[config.mk]
export PLATFORM = sky130hd
export DESIGN_NAME = cpu8_alu
export DESIGN_NICKNAME = d
export VERILOG_FILES = /design/src/rtl/cpu8_alu_pkg.sv /design/src/rtl/cpu8_alu_div.sv /design/src/rtl/cpu8_alu_ctrl.sv /design/src/rtl/cpu8_alu_dpath.sv /design/src/rtl/cpu8_alu.sv
export SDC_FILE = /design/constraint.sdc
export NUM_CORES = 1
export LEC_CHECK = 0
export ABC_CLOCK_PERIOD_IN_PS = 30100
export BUFFER_PORTS_ARGS = -buffer_cell sky130_fd_sc_hd__buf_2
export CORE_ASPECT_RATIO = 0.9
export CORE_UTILIZATION = 55
export CTS_BUF_LIST = sky130_fd_sc_hd__clkbuf_4 sky130_fd_sc_hd__clkbuf_8
export CTS_CLUSTER_SIZE = 10
export DETAILED_ROUTE_END_ITERATION = 16
export PLACE_DENSITY = 0.77
export SLEW_MARGIN = 20
export SYNTH_ARGS = -nofsm -noshare
export SYNTH_HDL_FRONTEND = slang
export SYNTH_HIERARCHICAL = 1
export SYNTH_SLANG_ARGS = --single-unit
export TNS_END_PERCENT = 20
[constraint.sdc]
create_clock -name clk -period 30.1 [get_ports clk]
set_input_delay 6.02 -clock clk [delete_from_list [all_inputs] [get_ports clk]]
set_output_delay 6.02 -clock clk [all_outputs]
set_load 0.02 [all_outputs]
[src/rtl/cpu8_alu_pkg.sv]
package cpu8_alu_pkg;

  localparam int OPW = 5;
  localparam int STW = 8;

  // status bit positions
  localparam int SB_C = 0;
  localparam int SB_Z = 1;
  localparam int SB_I = 2;
  localparam int SB_H = 3;
  localparam int SB_B = 4;
  localparam int SB_P = 5;
  localparam int SB_V = 6;
  localparam int SB_N = 7;

  typedef enum logic [OPW-1:0] {
    OP_ADC  = 5'd0,  OP_SBC  = 5'd1,  OP_CMP  = 5'd2,  OP_AND  = 5'd3,
    OP_OR   = 5'd4,  OP_XOR  = 5'd5,  OP_ASL  = 5'd6,  OP_LSR  = 5'd7,
    OP_ROL  = 5'd8,  OP_ROR  = 5'd9,  OP_XCN  = 5'd10, OP_INC  = 5'd11,
    OP_DEC  = 5'd12, OP_MOV  = 5'd13, OP_ADDW = 5'd14, OP_SUBW = 5'd15,
    OP_CMPW = 5'd16, OP_MUL  = 5'd17, OP_DIV  = 5'd18, OP_CLRC = 5'd19,
    OP_SETC = 5'd20, OP_NOTC = 5'd21, OP_CLRV = 5'd22, OP_CLRP = 5'd23,
    OP_SETP = 5'd24, OP_EI   = 5'd25, OP_DI   = 5'd26, OP_LDPS = 5'd27
  } aluOp_e;

  typedef enum logic [3:0] {
    U_NONE, U_ADD8, U_AND, U_OR, U_XOR, U_SHL, U_SHR, U_XCN,
    U_INC, U_DEC, U_PASS, U_ADD16, U_MUL, U_DIV
  } unitSel_e;

  typedef enum logic [2:0] {C_KEEP, C_ALU, C_SET, C_CLR, C_INV} cMode_e;
  typedef enum logic [1:0] {V_KEEP, V_ALU, V_CLR} vMode_e;
  typedef enum logic [1:0] {CIN_FLAG, CIN_ZERO, CIN_ONE} cinSel_e;

  typedef struct packed {
    logic     commit;
    unitSel_e unit;
    logic     invB;
    cinSel_e  cin;
    logic     rotFill;
    logic     resOn;
    logic     wrNZ;
    logic     wrH;
    cMode_e   cMode;
    vMode_e   vMode;
    logic     wrP;
    logic     pVal;
    logic     wrI;
    logic     iVal;
    logic     loadAll;
  } aluStrobe_t;

endpackage

[src/rtl/cpu8_alu_div.sv]
module cpu8_alu_div #(
  parameter int W = 8
) (
  input  logic [2*W-1:0] dividend,
  input  logic [W-1:0]   divisor,
  output logic [W-1:0]   quot,
  output logic [W-1:0]   rem,
  output logic           ovf
);

  logic [W-1:0] remStage [0:W];
  logic [W-1:0] qBits;

  assign remStage[0] = dividend[2*W-1:W];

  for (genvar g = 0; g < W; g++) begin : gStage
    logic [W:0]   trial;
    logic         fits;
    logic [W-1:0] diff;
    assign trial = {remStage[g], dividend[W-1-g]};
    assign fits  = trial >= {1'b0, divisor};
    assign diff  = trial[W-1:0] - divisor;
    assign qBits[W-1-g]  = fits;
    assign remStage[g+1] = fits ? diff : trial[W-1:0];
  end

  assign ovf  = (divisor == '0) || (dividend[2*W-1:W] >= divisor);
  assign quot = ovf ? '1 : qBits;
  assign rem  = ovf ? dividend[W-1:0] : remStage[W];

endmodule

[src/rtl/cpu8_alu_ctrl.sv]
module cpu8_alu_ctrl
  import cpu8_alu_pkg::*;
(
  input  logic            opValid,
  input  logic [OPW-1:0]  opCode,
  output aluStrobe_t      strb
);

  aluOp_e op;
  assign op = aluOp_e'(opCode);

  always_comb begin
    strb = '0;
    strb.commit = opValid && (opCode <= OP_LDPS);
    case (op)
      OP_ADC: begin
        strb.unit = U_ADD8; strb.resOn = 1'b1; strb.wrNZ = 1'b1; strb.wrH = 1'b1;
        strb.cMode = C_ALU; strb.vMode = V_ALU; strb.cin = CIN_FLAG;
      end
      OP_SBC: begin
        strb.unit = U_ADD8; strb.invB = 1'b1; strb.resOn = 1'b1; strb.wrNZ = 1'b1;
        strb.wrH = 1'b1; strb.cMode = C_ALU; strb.vMode = V_ALU; strb.cin = CIN_FLAG;
      end
      OP_CMP: begin
        strb.unit = U_ADD8; strb.invB = 1'b1; strb.cin = CIN_ONE;
        strb.wrNZ = 1'b1; strb.cMode = C_ALU;
      end
      OP_AND:  begin strb.unit = U_AND;  strb.resOn = 1'b1; strb.wrNZ = 1'b1; end
      OP_OR:   begin strb.unit = U_OR;   strb.resOn = 1'b1; strb.wrNZ = 1'b1; end
      OP_XOR:  begin strb.unit = U_XOR;  strb.resOn = 1'b1; strb.wrNZ = 1'b1; end
      OP_ASL:  begin strb.unit = U_SHL;  strb.resOn = 1'b1; strb.wrNZ = 1'b1; strb.cMode = C_ALU; end
      OP_LSR:  begin strb.unit = U_SHR;  strb.resOn = 1'b1; strb.wrNZ = 1'b1; strb.cMode = C_ALU; end
      OP_ROL: begin
        strb.unit = U_SHL; strb.rotFill = 1'b1; strb.resOn = 1'b1; strb.wrNZ = 1'b1; strb.cMode = C_ALU;
      end
      OP_ROR: begin
        strb.unit = U_SHR; strb.rotFill = 1'b1; strb.resOn = 1'b1; strb.wrNZ = 1'b1; strb.cMode = C_ALU;
      end
      OP_XCN:  begin strb.unit = U_XCN;  strb.resOn = 1'b1; strb.wrNZ = 1'b1; end
      OP_INC:  begin strb.unit = U_INC;  strb.resOn = 1'b1; strb.wrNZ = 1'b1; end
      OP_DEC:  begin strb.unit = U_DEC;  strb.resOn = 1'b1; strb.wrNZ = 1'b1; end
      OP_MOV:  begin strb.unit = U_PASS; strb.resOn = 1'b1; strb.wrNZ = 1'b1; end
      OP_ADDW: begin
        strb.unit = U_ADD16; strb.cin = CIN_ZERO; strb.resOn = 1'b1; strb.wrNZ = 1'b1;
        strb.cMode = C_ALU; strb.vMode = V_ALU;
      end
      OP_SUBW: begin
        strb.unit = U_ADD16; strb.invB = 1'b1; strb.cin = CIN_ONE; strb.resOn = 1'b1;
        strb.wrNZ = 1'b1; strb.cMode = C_ALU; strb.vMode = V_ALU;
      end
      OP_CMPW: begin
        strb.unit = U_ADD16; strb.invB = 1'b1; strb.cin = CIN_ONE;
        strb.wrNZ = 1'b1; strb.cMode = C_ALU;
      end
      OP_MUL:  begin strb.unit = U_MUL; strb.resOn = 1'b1; strb.wrNZ = 1'b1; end
      OP_DIV:  begin strb.unit = U_DIV; strb.resOn = 1'b1; strb.wrNZ = 1'b1; strb.vMode = V_ALU; end
      OP_CLRC: strb.cMode = C_CLR;
      OP_SETC: strb.cMode = C_SET;
      OP_NOTC: strb.cMode = C_INV;
      OP_CLRV: strb.vMode = V_CLR;
      OP_CLRP: begin strb.wrP = 1'b1; strb.pVal = 1'b0; end
      OP_SETP: begin strb.wrP = 1'b1; strb.pVal = 1'b1; end
      OP_EI:   begin strb.wrI = 1'b1; strb.iVal = 1'b1; end
      OP_DI:   begin strb.wrI = 1'b1; strb.iVal = 1'b0; end
      OP_LDPS: strb.loadAll = 1'b1;
      default: strb.commit = 1'b0;
    endcase
  end

endmodule

[src/rtl/cpu8_alu_dpath.sv]
module cpu8_alu_dpath
  import cpu8_alu_pkg::*;
#(
  parameter int DW = 8
) (
  input  logic              clk,
  input  logic              rstN,
  input  aluStrobe_t        strb,
  input  logic [DW-1:0]     accIn,
  input  logic [DW-1:0]     oprIn,
  input  logic [2*DW-1:0]   pairIn,
  input  logic [2*DW-1:0]   wordIn,
  output logic [2*DW-1:0]   result,
  output logic [STW-1:0]    status
);

  localparam int WW = 2 * DW;
  localparam int HB = DW / 2;

  logic [STW-1:0] statusQ;
  logic [STW-1:0] statusNxt;
  logic           cFlag;
  logic           cin;

  assign cFlag = statusQ[SB_C];

  always_comb begin
    case (strb.cin)
      CIN_FLAG: cin = cFlag;
      CIN_ONE:  cin = 1'b1;
      default:  cin = 1'b0;
    endcase
  end

  // 8-bit adder shared by add, subtract and compare
  logic [DW-1:0] bEff8;
  logic [DW:0]   sum8;
  logic [DW-1:0] res8;
  logic          c8, v8, h8;
  assign bEff8 = strb.invB ? ~oprIn : oprIn;
  assign sum8  = {1'b0, accIn} + {1'b0, bEff8} + {{DW{1'b0}}, cin};
  assign res8  = sum8[DW-1:0];
  assign c8    = sum8[DW];
  assign v8    = (accIn[DW-1] ^ res8[DW-1]) & (bEff8[DW-1] ^ res8[DW-1]);
  assign h8    = accIn[HB] ^ oprIn[HB] ^ res8[HB];

  // 16-bit adder for the register pair
  logic [WW-1:0] bEff16;
  logic [WW:0]   sum16;
  logic [WW-1:0] res16;
  logic          c16, v16;
  assign bEff16 = strb.invB ? ~wordIn : wordIn;
  assign sum16  = {1'b0, pairIn} + {1'b0, bEff16} + {{WW{1'b0}}, cin};
  assign res16  = sum16[WW-1:0];
  assign c16    = sum16[WW];
  assign v16    = (pairIn[WW-1] ^ res16[WW-1]) & (bEff16[WW-1] ^ res16[WW-1]);

  // shifts, nibble swap, step
  logic          fill;
  logic [DW-1:0] shl, shr, xcn, incV, decV;
  assign fill = strb.rotFill & cFlag;
  assign shl  = {accIn[DW-2:0], fill};
  assign shr  = {fill, accIn[DW-1:1]};
  assign xcn  = {accIn[HB-1:0], accIn[DW-1:HB]};
  assign incV = accIn + {{(DW-1){1'b0}}, 1'b1};
  assign decV = accIn - {{(DW-1){1'b0}}, 1'b1};

  // multiply and divide
  logic [WW-1:0] prod;
  logic [DW-1:0] quot, rem;
  logic          divOvf;
  assign prod = {{DW{1'b0}}, pairIn[DW-1:0]} * {{DW{1'b0}}, pairIn[WW-1:DW]};

  cpu8_alu_div #(.W(DW)) u_div (
    .dividend (pairIn),
    .divisor  (oprIn),
    .quot     (quot),
    .rem      (rem),
    .ovf      (divOvf)
  );

  // unit select
  logic [WW-1:0] valAll;
  logic          wide;
  logic          nNew, zNew, cNew, vNew;

  always_comb begin
    valAll = '0;
    case (strb.unit)
      U_ADD8:  valAll = {{DW{1'b0}}, res8};
      U_AND:   valAll = {{DW{1'b0}}, accIn & oprIn};
      U_OR:    valAll = {{DW{1'b0}}, accIn | oprIn};
      U_XOR:   valAll = {{DW{1'b0}}, accIn ^ oprIn};
      U_SHL:   valAll = {{DW{1'b0}}, shl};
      U_SHR:   valAll = {{DW{1'b0}}, shr};
      U_XCN:   valAll = {{DW{1'b0}}, xcn};
      U_INC:   valAll = {{DW{1'b0}}, incV};
      U_DEC:   valAll = {{DW{1'b0}}, decV};
      U_PASS:  valAll = {{DW{1'b0}}, oprIn};
      U_ADD16: valAll = res16;
      U_MUL:   valAll = prod;
      U_DIV:   valAll = {rem, quot};
      default: valAll = '0;
    endcase
  end

  assign wide = (strb.unit == U_ADD16) || (strb.unit == U_MUL);
  assign nNew = wide ? valAll[WW-1] : valAll[DW-1];
  assign zNew = wide ? (valAll == '0) : (valAll[DW-1:0] == '0);

  always_comb begin
    case (strb.unit)
      U_ADD16: cNew = c16;
      U_SHL:   cNew = accIn[DW-1];
      U_SHR:   cNew = accIn[0];
      default: cNew = c8;
    endcase
    case (strb.unit)
      U_ADD16: vNew = v16;
      U_DIV:   vNew = divOvf;
      default: vNew = v8;
    endcase
  end

  assign result = strb.resOn ? valAll : '0;

  // status update
  always_comb begin
    statusNxt = statusQ;
    if (strb.loadAll) statusNxt = STW'(oprIn);
    if (strb.wrNZ) begin
      statusNxt[SB_N] = nNew;
      statusNxt[SB_Z] = zNew;
    end
    if (strb.wrH) statusNxt[SB_H] = h8;
    case (strb.cMode)
      C_ALU:   statusNxt[SB_C] = cNew;
      C_SET:   statusNxt[SB_C] = 1'b1;
      C_CLR:   statusNxt[SB_C] = 1'b0;
      C_INV:   statusNxt[SB_C] = ~cFlag;
      default: ;
    endcase
    case (strb.vMode)
      V_ALU:   statusNxt[SB_V] = vNew;
      V_CLR:   statusNxt[SB_V] = 1'b0;
      default: ;
    endcase
    if (strb.wrP) statusNxt[SB_P] = strb.pVal;
    if (strb.wrI) statusNxt[SB_I] = strb.iVal;
  end

  always_ff @(posedge clk or negedge rstN) begin
    if (!rstN)            statusQ <= '0;
    else if (strb.commit) statusQ <= statusNxt;
  end

  assign status = statusQ;

endmodule

[src/rtl/cpu8_alu.sv]
module cpu8_alu
  import cpu8_alu_pkg::*;
#(
  parameter int DW = 8
) (
  input  logic              clk,
  input  logic              rstN,
  input  logic              opValid,
  input  logic [OPW-1:0]    opCode,
  input  logic [DW-1:0]     accIn,
  input  logic [DW-1:0]     oprIn,
  input  logic [2*DW-1:0]   pairIn,
  input  logic [2*DW-1:0]   wordIn,
  output logic [2*DW-1:0]   result,
  output logic [STW-1:0]    status
);

  aluStrobe_t strb;

  cpu8_alu_ctrl u_ctrl (
    .opValid (opValid),
    .opCode  (opCode),
    .strb    (strb)
  );

  cpu8_alu_dpath #(.DW(DW)) u_dpath (
    .clk    (clk),
    .rstN   (rstN),
    .strb   (strb),
    .accIn  (accIn),
    .oprIn  (oprIn),
    .pairIn (pairIn),
    .wordIn (wordIn),
    .result (result),
    .status (status)
  );

endmodule

Word-level counts from Yosys, hierarchy flattened
Index checks and enable logic that the tools add are counted.
- bits in registers: 8
- word-level logic and storage cells: 168
- input bits: 56
- output and inout bits: 24
- reductions and logical operators: 34
- multiply operators: 1
- equality and inequality tests: 47
- bitwise operators: 15
- add/subtract/negate cells: 14
- order comparisons: 10
- mux-type cells: 40
- operators with widths (cell ; number):
    $pmux W16 S13 ; 1
    $mux W8 ; 12
    $ge A9 B8 Y1 ; 8
    $sub A8 B8 Y8 ; 8
    $eq A5 B5 Y1 const B ; 12
    $pmux W4 S13 ; 1
    $eq A5 B4 Y1 const B ; 8
    $mux W16 ; 2
    $reduce_or A28 Y1 ; 1
    $eq A4 B4 Y1 const B ; 6
    $eq A5 B3 Y1 const B ; 4
    $reduce_or A19 Y1 ; 1
    $add A16 B16 Y17 ; 1
    $add A17 B1 Y17 ; 1
    $reduce_or A17 Y1 ; 1
    $eq A4 B3 Y1 const B ; 4
    $logic_not A16 Y1 ; 1
    $logic_not A8 Y1 ; 2
    $mul A8 B8 Y16 ; 1
    $not A16 Y16 ; 1
    $pmux W2 S2 ; 4
    $mux W1 ; 14
    $reduce_and A2 Y1 ; 7
    $pmux W3 S4 ; 1
    other kinds (37) ; 59

Longest topological paths before layout
- word-level depth: 21
- gate-level depth with buffers: 94
- gate-level depth less buffers: 91

By module
The synthesis kept the hierarchy.
- modules (own cells, without submodules) (module ; instances ; area an instance (um2) ; seq. area each (um2) ; cells an instance):
    cpu8_alu_dpath ; 1 ; 5756.8 ; 200.2 ; 727
    cpu8_alu_div ; 1 ; 4110.2 ; 0.0 ; 545
    cpu8_alu_ctrl ; 1 ; 481.7 ; 0.0 ; 74

Worst setup path before layout
OpenSTA, ideal clock, no wires.
- path kind: input -> output
- from: input port oprIn[6]
- to: output port result[15]
- data required time: 24.080 ns
- stages: 87
- path buffers: 7
- arrival: 23.352 ns
- slack: 0.728 ns
- cell sequence: inv_1 ha_1 a21o_1 a221o_1 a21oi_4 clkbuf_1 nor2_1 a21oi_1 inv_1 ha_1 nor2b_1 o2111ai_1 and3_1 o311a_1 nand2_1 mux2_2 ha_1 a21o_1 (+51 left out) mux2i_1 ha_1 a21o_1 a21o_1 a21o_1 a21o_1 a21oi_1 o21ai_0 a21o_1 a21o_1 a311oi_1 a31o_4 or2_1 buf_6 o21ai_1 a22o_1 a211o_2 and2_1
- longest elaborated chain between the ends: 19
- elaborated cells between the ends (all ways): 30
- classes of those cells: 8 x add/sub; 9 x order compare; 11 x mux; 2 x reduce/logical
- RTL lines (element ; RTL line ; source):
    from (decl) ; cpu8_alu.sv:11 ; input logic [DW-1:0] oprIn,
    $sub A8 B8 Y8 or $ge A9 B8 Y1 (tied branches) ; cpu8_alu_div.sv:22, cpu8_alu_div.sv:21 ;
    $mux W8 ; cpu8_alu_div.sv:24 ; assign remStage[g+1] = fits ? diff : trial[W-1:0];
    $sub A8 B8 Y8 or $ge A9 B8 Y1 (tied branches) ; cpu8_alu_div.sv:22, cpu8_alu_div.sv:21 ;
    $mux W8 ; cpu8_alu_div.sv:24 ;
    $ge A9 B8 Y1 or $sub A8 B8 Y8 (tied branches) ; cpu8_alu_div.sv:21, cpu8_alu_div.sv:22 ;
    $mux W8 ; cpu8_alu_div.sv:24 ;
    $sub A8 B8 Y8 or $ge A9 B8 Y1 (tied branches) ; cpu8_alu_div.sv:22, cpu8_alu_div.sv:21 ;
    $mux W8 ; cpu8_alu_div.sv:24 ;
    (+4 left out) ; -- ;
    $sub A8 B8 Y8 or $ge A9 B8 Y1 (tied branches) ; cpu8_alu_div.sv:22, cpu8_alu_div.sv:21 ;
    $mux W8 ; cpu8_alu_div.sv:24 ;
    $sub A8 B8 Y8 or $ge A9 B8 Y1 (tied branches) ; cpu8_alu_div.sv:22, cpu8_alu_div.sv:21 ;
    $mux W8 ; cpu8_alu_div.sv:24 ;
    $mux W8 (*) ; cpu8_alu_div.sv:29 ; assign rem = ovf ? dividend[W-1:0] : remStage[W];
    named net u_dpath.rem[7] ; cpu8_alu_dpath.sv:70 ; logic [DW-1:0] quot, rem;
    $pmux W16 S13 (*) ; cpu8_alu_dpath.sv:89 ; case (strb.unit)
    $mux W16 (*) ; cpu8_alu_dpath.sv:125 ; assign result = strb.resOn ? valAll : '0;
    to (decl) ; cpu8_alu.sv:14 ; output logic [2*DW-1:0] result,
The timed path passes the listed nets; every way through them passes the cells marked *.

Worst setup path after layout
Ends and elaborated chain as after synthesis.

==> impl_metrics.csv <==
group,metric,value,unit
outcome,status,"complete, no violations",
grt,antenna_found_initial,0,
grt,grt_pass1_wl,53410,um
logic_synthesis,synth_seq_cells,8,
clocking,cts_sinks,8,
die,coreArea,18410,um^2
grt,overflow,0,
critical_path,arrival,23340,ps
critical_path,worstSetupPathType,"in2out",
sta,worst_pin_slew,1063,ps
sta,fin_ws,740.6,ps
final_layout,fillers,1654,
critical_path,critPathMaxStageDelay,580,ps
routing,wire_per_inst,20.36,um
routing,routed_via_density,6.433,
critical_path,r2r_end,"u_dpath/status[1]",
routing,dr.first_iter.drc_count,1231,
critical_path,required,24080,ps
final_layout,regArea,200.2,um^2
sta,clock-skew-final,3.554,ps
routing,ant_nets,0,
critical_path,regToRegSetupSlack,26260,ps
critical_path,critPathSlowestCell,"or4_4",
place,dp_hpwl,26850,um
sta,slew_headroom,0.2887,
final_layout,largest_register_ff_count,8,
logic_synthesis,yosysWarningCount,6,
routing,drt_wl_total,34110,um
final_layout,multiInputGateArea,9533,um^2
routing,vias,10780,
final_layout,num_antenna_cells,0,
logic_synthesis,synth.distinct_cells,109,
die,fp.dieH,132.1,um
critical_path,cp-start-kind,"input pin",
logic_synthesis,synth_edf_count,0,
place,place_congestion,1.005,
logic_synthesis,synth-seq-area-share,0.01934,
place,dp_slack,-203.8,ps
final_layout,drive_gt1_frac,0.1664,
hold_path,min_to,"u_dpath/status[5]",
grt,grt_pass1_vias,10050,
clocking,clk_latency,240,ps
final_layout,nNetsFinal,1691,
final_layout,layout_commonest_cell,"ha_1",
die,num_rows,47,
run,drv_cap,0,
logic_synthesis,syn_nets,1605,
sta,fin_crit,29360,ps
grt,grt_max_degree,37,
sta,whs,483.0,ps
sta,timing.fmax,34.06,MHz
critical_path,path_max_fanout,9,
die,start_util,0.5622,
clocking,root_buffer,"clkbuf_8",
die,die_w,146.6,um
logic_synthesis,synthFlopType,"dfrtp_1",
hold_path,whs_path_depth,2,
critical_path,rr_worst_depth,13,
die,fp.dieArea,19370,um^2
logic_synthesis,async_flop_share,1.000,
clocking,cts_max_path_buffers,2,
clocking,clkSlewWorstSetupHoldPaths,40,ps
sta,finalCritPeriodShare,0.9754,
clocking,cts_max_level,1,
sta,setup_viol,0,
sta,hold_viol,0,
die,ios,80,
logic_synthesis,netlist_instances,1346,
critical_path,crit_top_cell,"a21o_1",
routing,first_pass_iters,6,
logic_synthesis,syn_area,10350,um^2
final_layout,areaGrowthSynthToFinish,9.165,%
critical_path,r2r_start,"u_dpath/status[0]",
place,port_buffers,79,
grt,grtUsageTotal,0.3454,
clocking,numCtsBuffers,3,
routing,route.detailed.drc,0,
logic_synthesis,syn_area_per_cell,7.688,um^2
hold_path,min_from,"u_dpath/status[5]",
sta,finalMaxSlewViolations,0,
clocking,cts_tree,"done",
critical_path,cp-end-kind,"output port",
final_layout,layout_common_cells,"ha_1 (153), inv_1 (127), nand2_1 (92)",
hold_path,worstHoldPathType,"reg2reg",
==> per-stage QoR <==
step,cells,TNS [ps],instance area (um^2),utilization
finish,1675,0,11300,0.6138
global route,1675,-61.09,11300,0.6138
global placement,1667,0,11080,0.6021
CTS,1670,0,11130,0.6049
floorplan,1346,0,10350,-
detailed placement,1667,-1048,11080,0.6021
==> synthesized netlist by cell type (all sizes together), types with 11 or more instances <==
cell    number  area, um^2
o21bai      14       105.1
a21o        27       202.7
mux2i       21       210.2
a221oi      11       96.34
and2        61       385.4
nand3       26       130.1
a31oi       11       68.82
a211oi      12       95.09
or2         11       68.82
buf         26       193.9
mux2        28       322.8
ha         154        1927
inv        128       480.5
and3        14       88.84
o22ai       15       93.84
o21a        20       150.1
nor2        87       331.6
nand2b      29       188.9
clkbuf      18       117.6
fa          49       980.9
nor2b       37       246.5
xor2        43       376.6
nand4       13       81.33
a21oi       74       385.4
nand2       95       361.6
o21ai       63       322.8
xnor2       46       402.9
nor3        26       130.1
==> worst max-delay path: cells and delay by family <==
| family | cells | cell delay, ps |
|---|---|---|
| fa+ha+maj | 8 | 2540 |
| mux | 8 | 2800 |
| simple gates | 14 | 2970 |
| buf+inv | 5 | 680 |
| compound gates | 44 | 8320 |
==> worst max-delay path by stage <==
stage              from          to  slack [ps]  cells past startpoint
2_1_floorplan  oprIn[6]  result[15]         730                     87
3_3_place_gp   oprIn[6]  result[15]         430                     83
3_5_place_dp   oprIn[6]  result[15]        -200                     84
4_1_cts        oprIn[6]  result[15]          90                     83
5_1_grt        oprIn[6]  result[15]         -30                     79
6_report       oprIn[6]  result[15]         740                     79
==> cell type report <==
class,instances,area share
clock buffer,3,0.003655
inverter,128,0.04253
multi-input combinational,1167,0.8438
sequential,8,0.01772
tap,245,0.02713
timing repair buffer,124,0.06512
==> kinds of logic (layout without fill, tap and decap cells) <==
family / count (synthesis) / after routing / synth area share
simple gates: 457 / 457 / 0.2414
compound gates: 368 / 369 / 0.2549
fa+ha+maj: 203 / 203 / 0.2810
buf+inv: 172 / 255 / 0.07653
xor+xnor: 89 / 89 / 0.07532
mux: 49 / 49 / 0.05151
flops: 8 / 8 / 0.01934
==> what timing repair did <==
action	CTS	global route
gates resized for setup	3	31
pin swaps	0	5
hold buffers	0	0
setup endpoints to repair	8	9
cloned	0	1
setup buffers	0	4
==> per-layer routing <==
layer  GRT usage  wire (um)  up-vias
li1            -          -     5036
met1      0.4957      15000     5062
met2      0.5245      14430      576
met3     0.05190       3437      102
met4      0.1157       1236        0
met5           0          0        -
Power is not shown: default switching activity piles up to over one toggle a cycle in this logic, so the estimate is an artifact.
